File: config.mk
export PLATFORM = sky130hd
export DESIGN_NAME = usb_out_arm_ctrl
export DESIGN_NICKNAME = d
export VERILOG_FILES = /design/src/rtl/uoa_pkg.sv /design/src/rtl/uoa_token_latch.sv /design/src/rtl/uoa_pair_slot.sv /design/src/rtl/usb_out_arm_ctrl.sv
export SDC_FILE = /design/constraint.sdc
export NUM_CORES = 1
export LEC_CHECK = 0
export BUFFER_PORTS_ARGS = -buffer_cell sky130_fd_sc_hd__buf_2
export CORE_ASPECT_RATIO = 1.5
export CORE_UTILIZATION = 35
export CTS_CLUSTER_DIAMETER = 60
export DETAILED_ROUTE_END_ITERATION = 7
export HOLD_SLACK_MARGIN = 0.15
export PLACE_DENSITY_LB_ADDON = 0.25
export SYNTH_ARGS = -nofsm -noshare
export SYNTH_HDL_FRONTEND = slang
export SYNTH_SLANG_ARGS = --single-unit
File: constraint.sdc
create_clock -name clk -period 2.1 [get_ports clk]
set_input_delay 0.42 -clock clk [delete_from_list [all_inputs] [get_ports clk]]
set_output_delay 0.42 -clock clk [all_outputs]
set_load 0.005 [all_outputs]
File: src/rtl/uoa_pkg.sv
package uoa_pkg;
  localparam int NUM_EP    = 8;
  localparam int NUM_PAIR  = NUM_EP / 2;
  localparam int EP_IDX_W  = $clog2(NUM_EP);
  localparam int PAIR_W    = 6;

  // position of the OUT pairing bit for pair k (endpoints 2k and 2k+1)
  function automatic int pair_cfg_bit(input int k);
    return k + 2;
  endfunction

  function automatic logic [NUM_EP-1:0] ep_onehot(input logic [EP_IDX_W-1:0] i);
    return {{(NUM_EP-1){1'b0}}, 1'b1} << i;
  endfunction
endpackage

File: src/rtl/uoa_token_latch.sv
module uoa_token_latch #(
  parameter int EP_W = 4
) (
  input  logic            clk,
  input  logic            rst_n,
  input  logic            bus_reset,
  input  logic            tok_valid,
  input  logic [EP_W-1:0] tok_ep,
  input  logic            pkt_end,
  output logic [EP_W-1:0] cur_ep,
  output logic            cur_valid
);
  always_ff @(posedge clk or negedge rst_n) begin
    if (!rst_n) begin
      cur_ep    <= '0;
      cur_valid <= 1'b0;
    end else if (bus_reset) begin
      cur_ep    <= '0;
      cur_valid <= 1'b0;
    end else if (tok_valid) begin
      cur_ep    <= tok_ep;
      cur_valid <= 1'b1;
    end else if (pkt_end) begin
      cur_valid <= 1'b0;
    end
  end
endmodule

File: src/rtl/uoa_pair_slot.sv
module uoa_pair_slot (
  input  logic clk,
  input  logic rst_n,
  input  logic bus_reset,
  input  logic paired,
  input  logic acc_e,
  input  logic acc_o,
  input  logic bc_e,
  input  logic bc_o,
  input  logic clr_e,
  input  logic clr_o,
  output logic can_e,
  output logic can_o,
  output logic tog_e,
  output logic tog_o,
  output logic busy_e,
  output logic busy_o,
  output logic irq_e,
  output logic irq_o,
  output logic wsel_odd,
  output logic rd_odd
);
  logic [1:0] full, full_n;
  logic [1:0] tog, tog_n;
  logic [1:0] irq, irq_n;
  logic       wptr, wptr_n;
  logic       rptr, rptr_n;

  always_comb begin
    full_n = full;
    tog_n  = tog;
    irq_n  = irq;
    wptr_n = wptr;
    rptr_n = rptr;
    if (paired) begin
      if (acc_e) begin
        full_n[wptr] = 1'b1;
        wptr_n       = ~wptr;
        tog_n[0]     = ~tog[0];
      end
      if (bc_e && full[rptr]) begin
        full_n[rptr] = 1'b0;
        rptr_n       = ~rptr;
      end
      irq_n[0] = (irq[0] & ~clr_e) | acc_e;
      irq_n[1] = 1'b0;
    end else begin
      // acceptance first, byte-count arm last
      full_n[0] = (full[0] | acc_e) & ~bc_e;
      full_n[1] = (full[1] | acc_o) & ~bc_o;
      if (acc_e) tog_n[0] = ~tog[0];
      if (acc_o) tog_n[1] = ~tog[1];
      irq_n[0] = (irq[0] & ~clr_e) | acc_e;
      irq_n[1] = (irq[1] & ~clr_o) | acc_o;
      wptr_n   = 1'b0;
      rptr_n   = 1'b0;
    end
  end

  always_ff @(posedge clk or negedge rst_n) begin
    if (!rst_n) begin
      full <= '0;
      tog  <= '0;
      irq  <= '0;
      wptr <= 1'b0;
      rptr <= 1'b0;
    end else if (bus_reset) begin
      full <= '0;
      tog  <= '0;
      irq  <= '0;
      wptr <= 1'b0;
      rptr <= 1'b0;
    end else begin
      full <= full_n;
      tog  <= tog_n;
      irq  <= irq_n;
      wptr <= wptr_n;
      rptr <= rptr_n;
    end
  end

  assign can_e    = paired ? ~full[wptr] : ~full[0];
  assign can_o    = ~paired & ~full[1];
  assign tog_e    = tog[0];
  assign tog_o    = tog[1];
  assign busy_e   = paired ? ~(full[0] | full[1]) : ~full[0];
  assign busy_o   = ~paired & ~full[1];
  assign irq_e    = irq[0];
  assign irq_o    = ~paired & irq[1];
  assign wsel_odd = wptr;
  assign rd_odd   = paired & rptr;
endmodule

File: src/rtl/usb_out_arm_ctrl.sv
module usb_out_arm_ctrl
  import uoa_pkg::*;
#(
  parameter int EP_W = 4
) (
  input  logic                clk,
  input  logic                rst_n,
  input  logic                bus_reset,
  input  logic                tok_valid,
  input  logic [EP_W-1:0]     tok_ep,
  input  logic                pkt_byte_valid,
  input  logic                pkt_end,
  input  logic                pkt_crc_ok,
  input  logic                pkt_data1,
  input  logic                cpu_bc_wr,
  input  logic [EP_IDX_W-1:0] cpu_bc_ep,
  input  logic                cpu_irq_clr_wr,
  input  logic [NUM_EP-1:0]   cpu_irq_clr_mask,
  input  logic                cpu_pair_wr,
  input  logic [PAIR_W-1:0]   cpu_pair_data,
  output logic                hs_ack,
  output logic                hs_nak,
  output logic [NUM_EP-1:0]   buf_we,
  output logic [NUM_EP-1:0]   ep_busy,
  output logic [NUM_EP-1:0]   ep_irq,
  output logic [NUM_PAIR-1:0] pair_rd_odd
);
  logic [EP_W-1:0]     cur_ep;
  logic                cur_valid;
  logic [PAIR_W-1:0]   pair_cfg;
  logic [NUM_PAIR-1:0] paired, wsel;
  logic [NUM_EP-1:0]   can_acc, exp_tog, busy_raw, irq_raw;
  logic [NUM_EP-1:0]   acc_vec, bc_vec, clr_vec;
  logic                hi_zero, ep_known, valid_ep, slot_can, tog_match;
  logic [EP_IDX_W-1:0] idx, tgt_buf;
  logic [EP_IDX_W-2:0] pk;
  // named internal events, observed by the checker
  logic                pkt_good, pkt_accept, pkt_nak, pkt_dup;
  logic                unused_bits;

  uoa_token_latch #(.EP_W(EP_W)) u_tok (
    .clk(clk), .rst_n(rst_n), .bus_reset(bus_reset),
    .tok_valid(tok_valid), .tok_ep(tok_ep), .pkt_end(pkt_end),
    .cur_ep(cur_ep), .cur_valid(cur_valid)
  );

  always_ff @(posedge clk or negedge rst_n) begin
    if (!rst_n)           pair_cfg <= '0;
    else if (cpu_pair_wr) pair_cfg <= cpu_pair_data;
  end

  // token field wider than the endpoint index: upper bits must be zero
  if (EP_W > EP_IDX_W) begin : g_wide
    assign hi_zero = ~|cur_ep[EP_W-1:EP_IDX_W];
  end else begin : g_narrow
    assign hi_zero = 1'b1;
  end

  assign idx       = cur_ep[EP_IDX_W-1:0];
  assign pk        = idx[EP_IDX_W-1:1];
  assign ep_known  = cur_valid && hi_zero && (idx != '0);
  assign valid_ep  = ep_known && !(idx[0] && paired[pk]);
  assign slot_can  = can_acc[idx];
  assign tog_match = (pkt_data1 == exp_tog[idx]);
  assign tgt_buf   = paired[pk] ? {pk, wsel[pk]} : idx;

  assign pkt_good   = pkt_end && valid_ep && pkt_crc_ok;
  assign pkt_nak    = pkt_good && !slot_can;
  assign pkt_dup    = pkt_good && slot_can && !tog_match;
  assign pkt_accept = pkt_good && slot_can && tog_match;

  assign acc_vec = pkt_accept ? ep_onehot(idx) : '0;
  assign bc_vec  = cpu_bc_wr ? ep_onehot(cpu_bc_ep) : '0;
  assign clr_vec = cpu_irq_clr_wr ? cpu_irq_clr_mask : '0;
  assign buf_we  = (pkt_byte_valid && valid_ep && slot_can) ? ep_onehot(tgt_buf) : '0;

  for (genvar k = 0; k < NUM_PAIR; k++) begin : g_pair
    if (k == 0) begin : g_fixed
      assign paired[k] = 1'b0;
    end else begin : g_cfg
      assign paired[k] = pair_cfg[pair_cfg_bit(k)];
    end
    uoa_pair_slot u_slot (
      .clk(clk), .rst_n(rst_n), .bus_reset(bus_reset), .paired(paired[k]),
      .acc_e(acc_vec[2*k]), .acc_o(acc_vec[2*k+1]),
      .bc_e(bc_vec[2*k]),   .bc_o(bc_vec[2*k+1]),
      .clr_e(clr_vec[2*k]), .clr_o(clr_vec[2*k+1]),
      .can_e(can_acc[2*k]), .can_o(can_acc[2*k+1]),
      .tog_e(exp_tog[2*k]), .tog_o(exp_tog[2*k+1]),
      .busy_e(busy_raw[2*k]), .busy_o(busy_raw[2*k+1]),
      .irq_e(irq_raw[2*k]), .irq_o(irq_raw[2*k+1]),
      .wsel_odd(wsel[k]), .rd_odd(pair_rd_odd[k])
    );
  end

  always_ff @(posedge clk or negedge rst_n) begin
    if (!rst_n) begin
      hs_ack <= 1'b0;
      hs_nak <= 1'b0;
    end else if (bus_reset) begin
      hs_ack <= 1'b0;
      hs_nak <= 1'b0;
    end else begin
      hs_ack <= pkt_accept | pkt_dup;
      hs_nak <= pkt_nak;
    end
  end

  assign ep_busy     = {busy_raw[NUM_EP-1:1], 1'b0};
  assign ep_irq      = irq_raw;
  assign unused_bits = ^{pair_cfg[2:0], busy_raw[0]};
endmodule

## Yosys cells after proc, flatten, opt, wreduce, memory -nomap -nowiden

Index checks and enable logic that the tools add are counted.

| cells by class | value |
|---|---|
| $lt $le $gt $ge | 14 |
| eq/ne operators | 10 |
| shifts and indexed selects | 3 |
| mux-type cells | 106 |
| bitwise logic cells | 101 |
| reduce and logical (&&, ||, !) cells | 39 |

Operators with widths:

| kind | count |
|---|---|
| $mux 1 | 63 |
| $mux 2 | 27 |
| $not 1->1 | 47 |
| $mux 8 | 4 |
| $and 1x1->1 | 25 |
| $shl 1x3->8 const A | 3 |
| $logic_and 1x1->1 | 21 |
| $or 1x1->1 | 20 |
| $ne 3x2->1 const B | 6 |
| $reduce_bool 2->1 | 9 |
| $lt 1x2->1 const B | 6 |
| $mux 4 | 2 |
| $and 2x2->2 | 3 |
| $bmux 1 s3 | 2 |
| $demux 1 s1 | 6 |
| $ge 1x1->1 const B | 6 |
| $ne 2x2->1 const B | 3 |
| $not 2->2 | 3 |
| $or 2x2->2 | 3 |
| $reduce_and 2->1 | 3 |
| $reduce_bool 3->1 | 2 |
| $bmux 1 s2 | 2 |
| $logic_not 1->1 | 4 |
| $lt 3x4->1 const B | 1 |
| 2 further kinds | 2 |

| storage, ports and cells | value |
|---|---|
| register bits | 43 |
| input port bits | 32 |
| output and inout bits | 30 |
| logic and storage cells | 300 |

## Longest topological paths before layout

| logic depth | value |
|---|---|
| depth after elaboration | 16 |
| depth in mapped cells | 9 |
| mapped depth without buffers | 6 |

## Modules after synthesis

A second synthesis with hierarchy kept.

| second synthesis, totals | value |
|---|---|
| cell total of the unflattened synthesis | 288 |
| area, all modules | 2,626.3 µm² |

Modules (own cells, without submodules):

| module | times used | cells an instance | area each (µm²) | sequential area each (µm²) |
|---|---|---|---|---|
| uoa_pair_slot at g_pair[0].u_slot ... | 3 | 42 | 402.9 | 200.2 |
| usb_out_arm_ctrl | 1 | 102 | 792.0 | 125.1 |
| uoa_pair_slot at g_pair[3].u_slot | 1 | 43 | 419.2 | 200.2 |
| uoa_token_latch | 1 | 17 | 206.4 | 125.1 |

## Worst setup path after synthesis

OpenSTA, ideal clock, no wires.

| path | value |
|---|---|
| path kind | register to output |
| start point | register u_tok.cur_ep[0] |
| end point | output buf_we[7] |
| data arrival time | 1,870 ps |
| required time | 1,680 ps |
| slack | -190 ps |
| stages on the path, launching flop included | 8 |
| path buffers | 1 |
| path through | dfrtp_1 buf_6 mux2_2 o211ai_1 a211oi_1 nor2_1 nand3_1 nor4bb_1 |

| between the ends | value |
|---|---|
| word-level cells in the longest chain between the ends | 6 |
| elaborated cells between the ends (all ways) | 12 |
| classes of those cells | 1 x shift; 4 x mux; 7 x reduce/logical |

RTL lines:

| item | line | text |
|---|---|---|
| start: declaration | uoa_token_latch.sv:10 | `output logic [EP_W-1:0] cur_ep,` |
| start signal: assignment | uoa_token_latch.sv:21 | `cur_ep <= tok_ep;` |
| branches (longest 5 deep; another with $bmux 1 s3) | - |  |
| $mux 8 (*) | usb_out_arm_ctrl.sv:75 | `assign buf_we = (pkt_byte_valid && valid_ep && slot_can) ? ep_onehot(tgt_buf) : '0;` |
| end: declaration | usb_out_arm_ctrl.sv:23 | `output logic [NUM_EP-1:0] buf_we,` |

Mark *: on every way between the ends. The select of a mux whose other input is x is not followed.

## Worst setup path in the final report

| path | value |
|---|---|
| start point | register u_tok.cur_ep[0] |
| end point | output buf_we[5] |

Same word-level chain as after synthesis.

==> results.md <==
- Post-synthesis register bit count: 40
- TritonCTS clock tree: yes
- Reg2reg path depth: 10
- Drt pass-1 iters: 4
- Final Cell Area: 0.003716 mm²
- Total clock buffers created by CTS: 5
- Most frequent cells in the layout: 65 x buf_4, 55 x buf_2, 39 x dfrtp_1
- Post-route ant nets: 0
- Synth Cell Area: 0.002686 mm²
- Commonest non-fill, non-tap cell in the layout: buf_4
- DP Area: 0.003307 mm²
- Routability cong.: 0.8845
- Distinct cell type count after synthesis: 61
- Dominant synthesized flop cell: dfrtp_1
- Period utilisation layout: 1.252
- Hold Vio Cnt, Final: 0
- Hold Buf Count CTS: 0
- Clock Path Buffers: 2
- Layout cell share with drive strength beyond 1: 0.4525
- Port Buffers: 55
- Nets: 431
- Vias in the first global route: 2430
- Async S/R FF share, synth: 1.000
- RSZ-0062 raised after global routing: true
- Largest net degree at the start of global routing: 41
- Worst skew pair latency: 0.30 ns
- Worst Hold Margin: 0.1730 ns
- Crit path required time: 1.68 ns
- Post-synthesis sequential area ratio: 0.3726
- Initial antenna violation count: 0
- Antenna cells: 0
- Largest family of logic cells by synthesized area: simple AND/OR/NAND/NOR gates
- I/O pin count: 62
- DR iter-0 viols: 108
- Final min period: 2.630 ns
- Mux cell area share after synthesis: 0.08151
- Static leakage: 1.701 nW
- Via/cell ratio: 5.028
- Area of the die: 0.008036 mm²
- PwrDens: 512.6 mW/mm²
- Violated checks: setup timing
- Total GRT Usage: 0.1899
- Fillers: 726
- Worst Setup End Kind: primary output
- GRT overflow: 0
- Chip height: 109.3 µm
- Crit Path Category: reg -> out
- Die W: 73.53 µm
- Tot Pwr: 1.905 mW
- Max-slew violations: 0
- Avg WL per Cell: 14.90 µm
- Rel. slew slack: 0.6455
- Least-Margin Pin Slew: 0.5318 ns
- Worst Path Arrival: 2.21 ns
- Synth Area in Adders: 0
- Vias: 2514
- Peak VDD IR: 294.3 µV
- Simple-gate portion of the synthesized area: 0.2641
- Status: finished with violations
- CP max FO: 6
- Root Buffer: clkbuf_8
- First-pass GRT wire length: 11650 µm
- DRC violations left: 0
- Clock sink count: 40
- HP Class: in -> async
- Yosys Warn Count: 0
- Max Cap Violations: 0
- Setup Skew: 0.007343 ns
- Drt total wl: 7450 µm
- Final worst slack: -0.5301 ns
- Core area: 0.007322 mm²
- Post-synth EDFFs: 0
- Rows: 38
- Compound-gate portion of the synthesized area: 0.1644
- DP HPWL: 5372 µm
- F_max: 380.2 MHz
- Setup violators final: 32
- Syn-to-layout area delta: 38.33%
- Xor/xnor share of the synthesized area: 0.009781
- # H-tree levels: 2
- Starting Density: 0.3669
- Startpoint types: flip-flop
- Syn_area_per_cell: 8.837 µm²
- Mapped Cells: 304
- Clock transition at the registers of the reported paths: 0.08 ns
metal layers:
layer,routed length [µm],GRT usage
met4,148,0.07143
met3,216,0.02016
met1,3137,0.2161
met5,0,0
met2,3948,0.3558
timing repair:
| item | 4_1_cts | 5_1_grt |
|---|---|---|
| gates resized for setup | 25 | 15 |
| pin swaps | 16 | 6 |
| setup endpoints to repair | 29 | 32 |
| setup buffers | 9 | 2 |
sequential cells by signal, summed over array words and instances (netlist names):
signal and flops:
g_pair.u_slot.irq 8, g_pair.u_slot.tog 8, u_tok.cur_ep 4, g_pair.u_slot.full 8, g_pair.u_slot.wsel_odd 3, hs_nak 1
hs_ack 1, g_pair.u_slot.rptr 3, pair_cfg 3, u_tok.cur_valid 1
worst paths after layout:
path / from / end / slack [ns]
worst max-delay path: u_tok.cur_ep[0] / buf_we[5] / -0.53
worst min-delay path: rst_n / pair_cfg[4] / 0.17
worst max register to register: u_tok.cur_ep[0] / g_pair[3].u_slot.full[1] / -0.37
worst min register to register: g_pair[0].u_slot.irq[0] / g_pair[0].u_slot.irq[0] / 0.50
max in group asynchronous: rst_n / u_tok.cur_ep[1] / 1.53
min in group clk: cpu_irq_clr_mask[0] / g_pair[0].u_slot.irq[0] / 0.29
report_power, final:
part	internal [mW]	total [mW]	switching (mW)
clock	0.420	0.706	0.286
combinational	0.183	0.393	0.210
sequential	0.787	0.807	0.0200
total	1.39	1.90	0.516
stage by stage:
stage | cells | utilization | setup slack, ns | setup TNS [ns]
after CTS | 498 | 0.4957 | -0.5245 | -9.241
final | 500 | 0.5075 | -0.5301 | -9.609
after floorplan | 306 | - | -0.08304 | -0.3058
after global placement | 481 | 0.4516 | -0.2569 | -4.780
after global routing | 500 | 0.5075 | -0.6317 | -12.42
after detailed placement | 481 | 0.4516 | -0.2959 | -5.281
layout make-up:
| type | instances | area, µm² | area share |
|---|---|---|---|
| clock buffers | 7 | 96.34 | 0.02593 |
| inverters | 9 | 33.78 | 0.009091 |
| flip-flops and latches | 40 | 1002 | 0.2697 |
| repair buffers | 123 | 797.0 | 0.2145 |
| clock inverters | 1 | 30.03 | 0.008081 |
| multi-input cells | 220 | 1632 | 0.4391 |
| well taps | 100 | 125.1 | 0.03367 |
critical path, cell delays in order (launching register included):
cell and delay, ns:
dfrtp_1 0.43, buf_6 0.16, nor4bb_2 0.26, a211o_1 0.22, o32ai_4 0.13, nor2_4 0.17
nand3_4 0.12, buf_4 0.16, nor3_2 0.14, buf_2 0.13
cell usage after synthesis (3+ instances only):
master	number	area, µm²
a211o_1	3	26.28
a211oi_1	5	37.54
a21boi_0	4	30.03
a21oi_1	19	95.09
a221oi_1	3	26.28
a31oi_1	4	25.02
and2_1	4	25.02
and3_1	3	18.77
buf_1	3	11.26
buf_2	3	15.01
buf_4	22	165.2
clkbuf_1	6	22.52
dfrtp_1	40	1001
inv_1	9	33.78
mux2_1	4	45.04
mux2_2	7	78.83
mux2i_1	8	80.08
nand2_1	24	90.09
nand2b_1	9	56.30
nand3_1	11	55.05
nand3b_1	3	22.52
nand4_1	3	18.77
nor2_1	33	123.9
nor2b_1	11	68.82
nor3_1	9	45.04
nor3b_1	3	22.52
o211ai_1	3	22.52
o21ai_0	5	25.02
or3_1	4	25.02
kinds of logic after synthesis:
kind of cell / after synthesis
AO/OA/AOI/OAI: 63
XOR/XNOR: 3
buffers and inverters: 46
flip-flops: 40
multiplexers: 20
other: 1
AND/OR/NAND/NOR: 131
(Power assumes the default switching activity.)
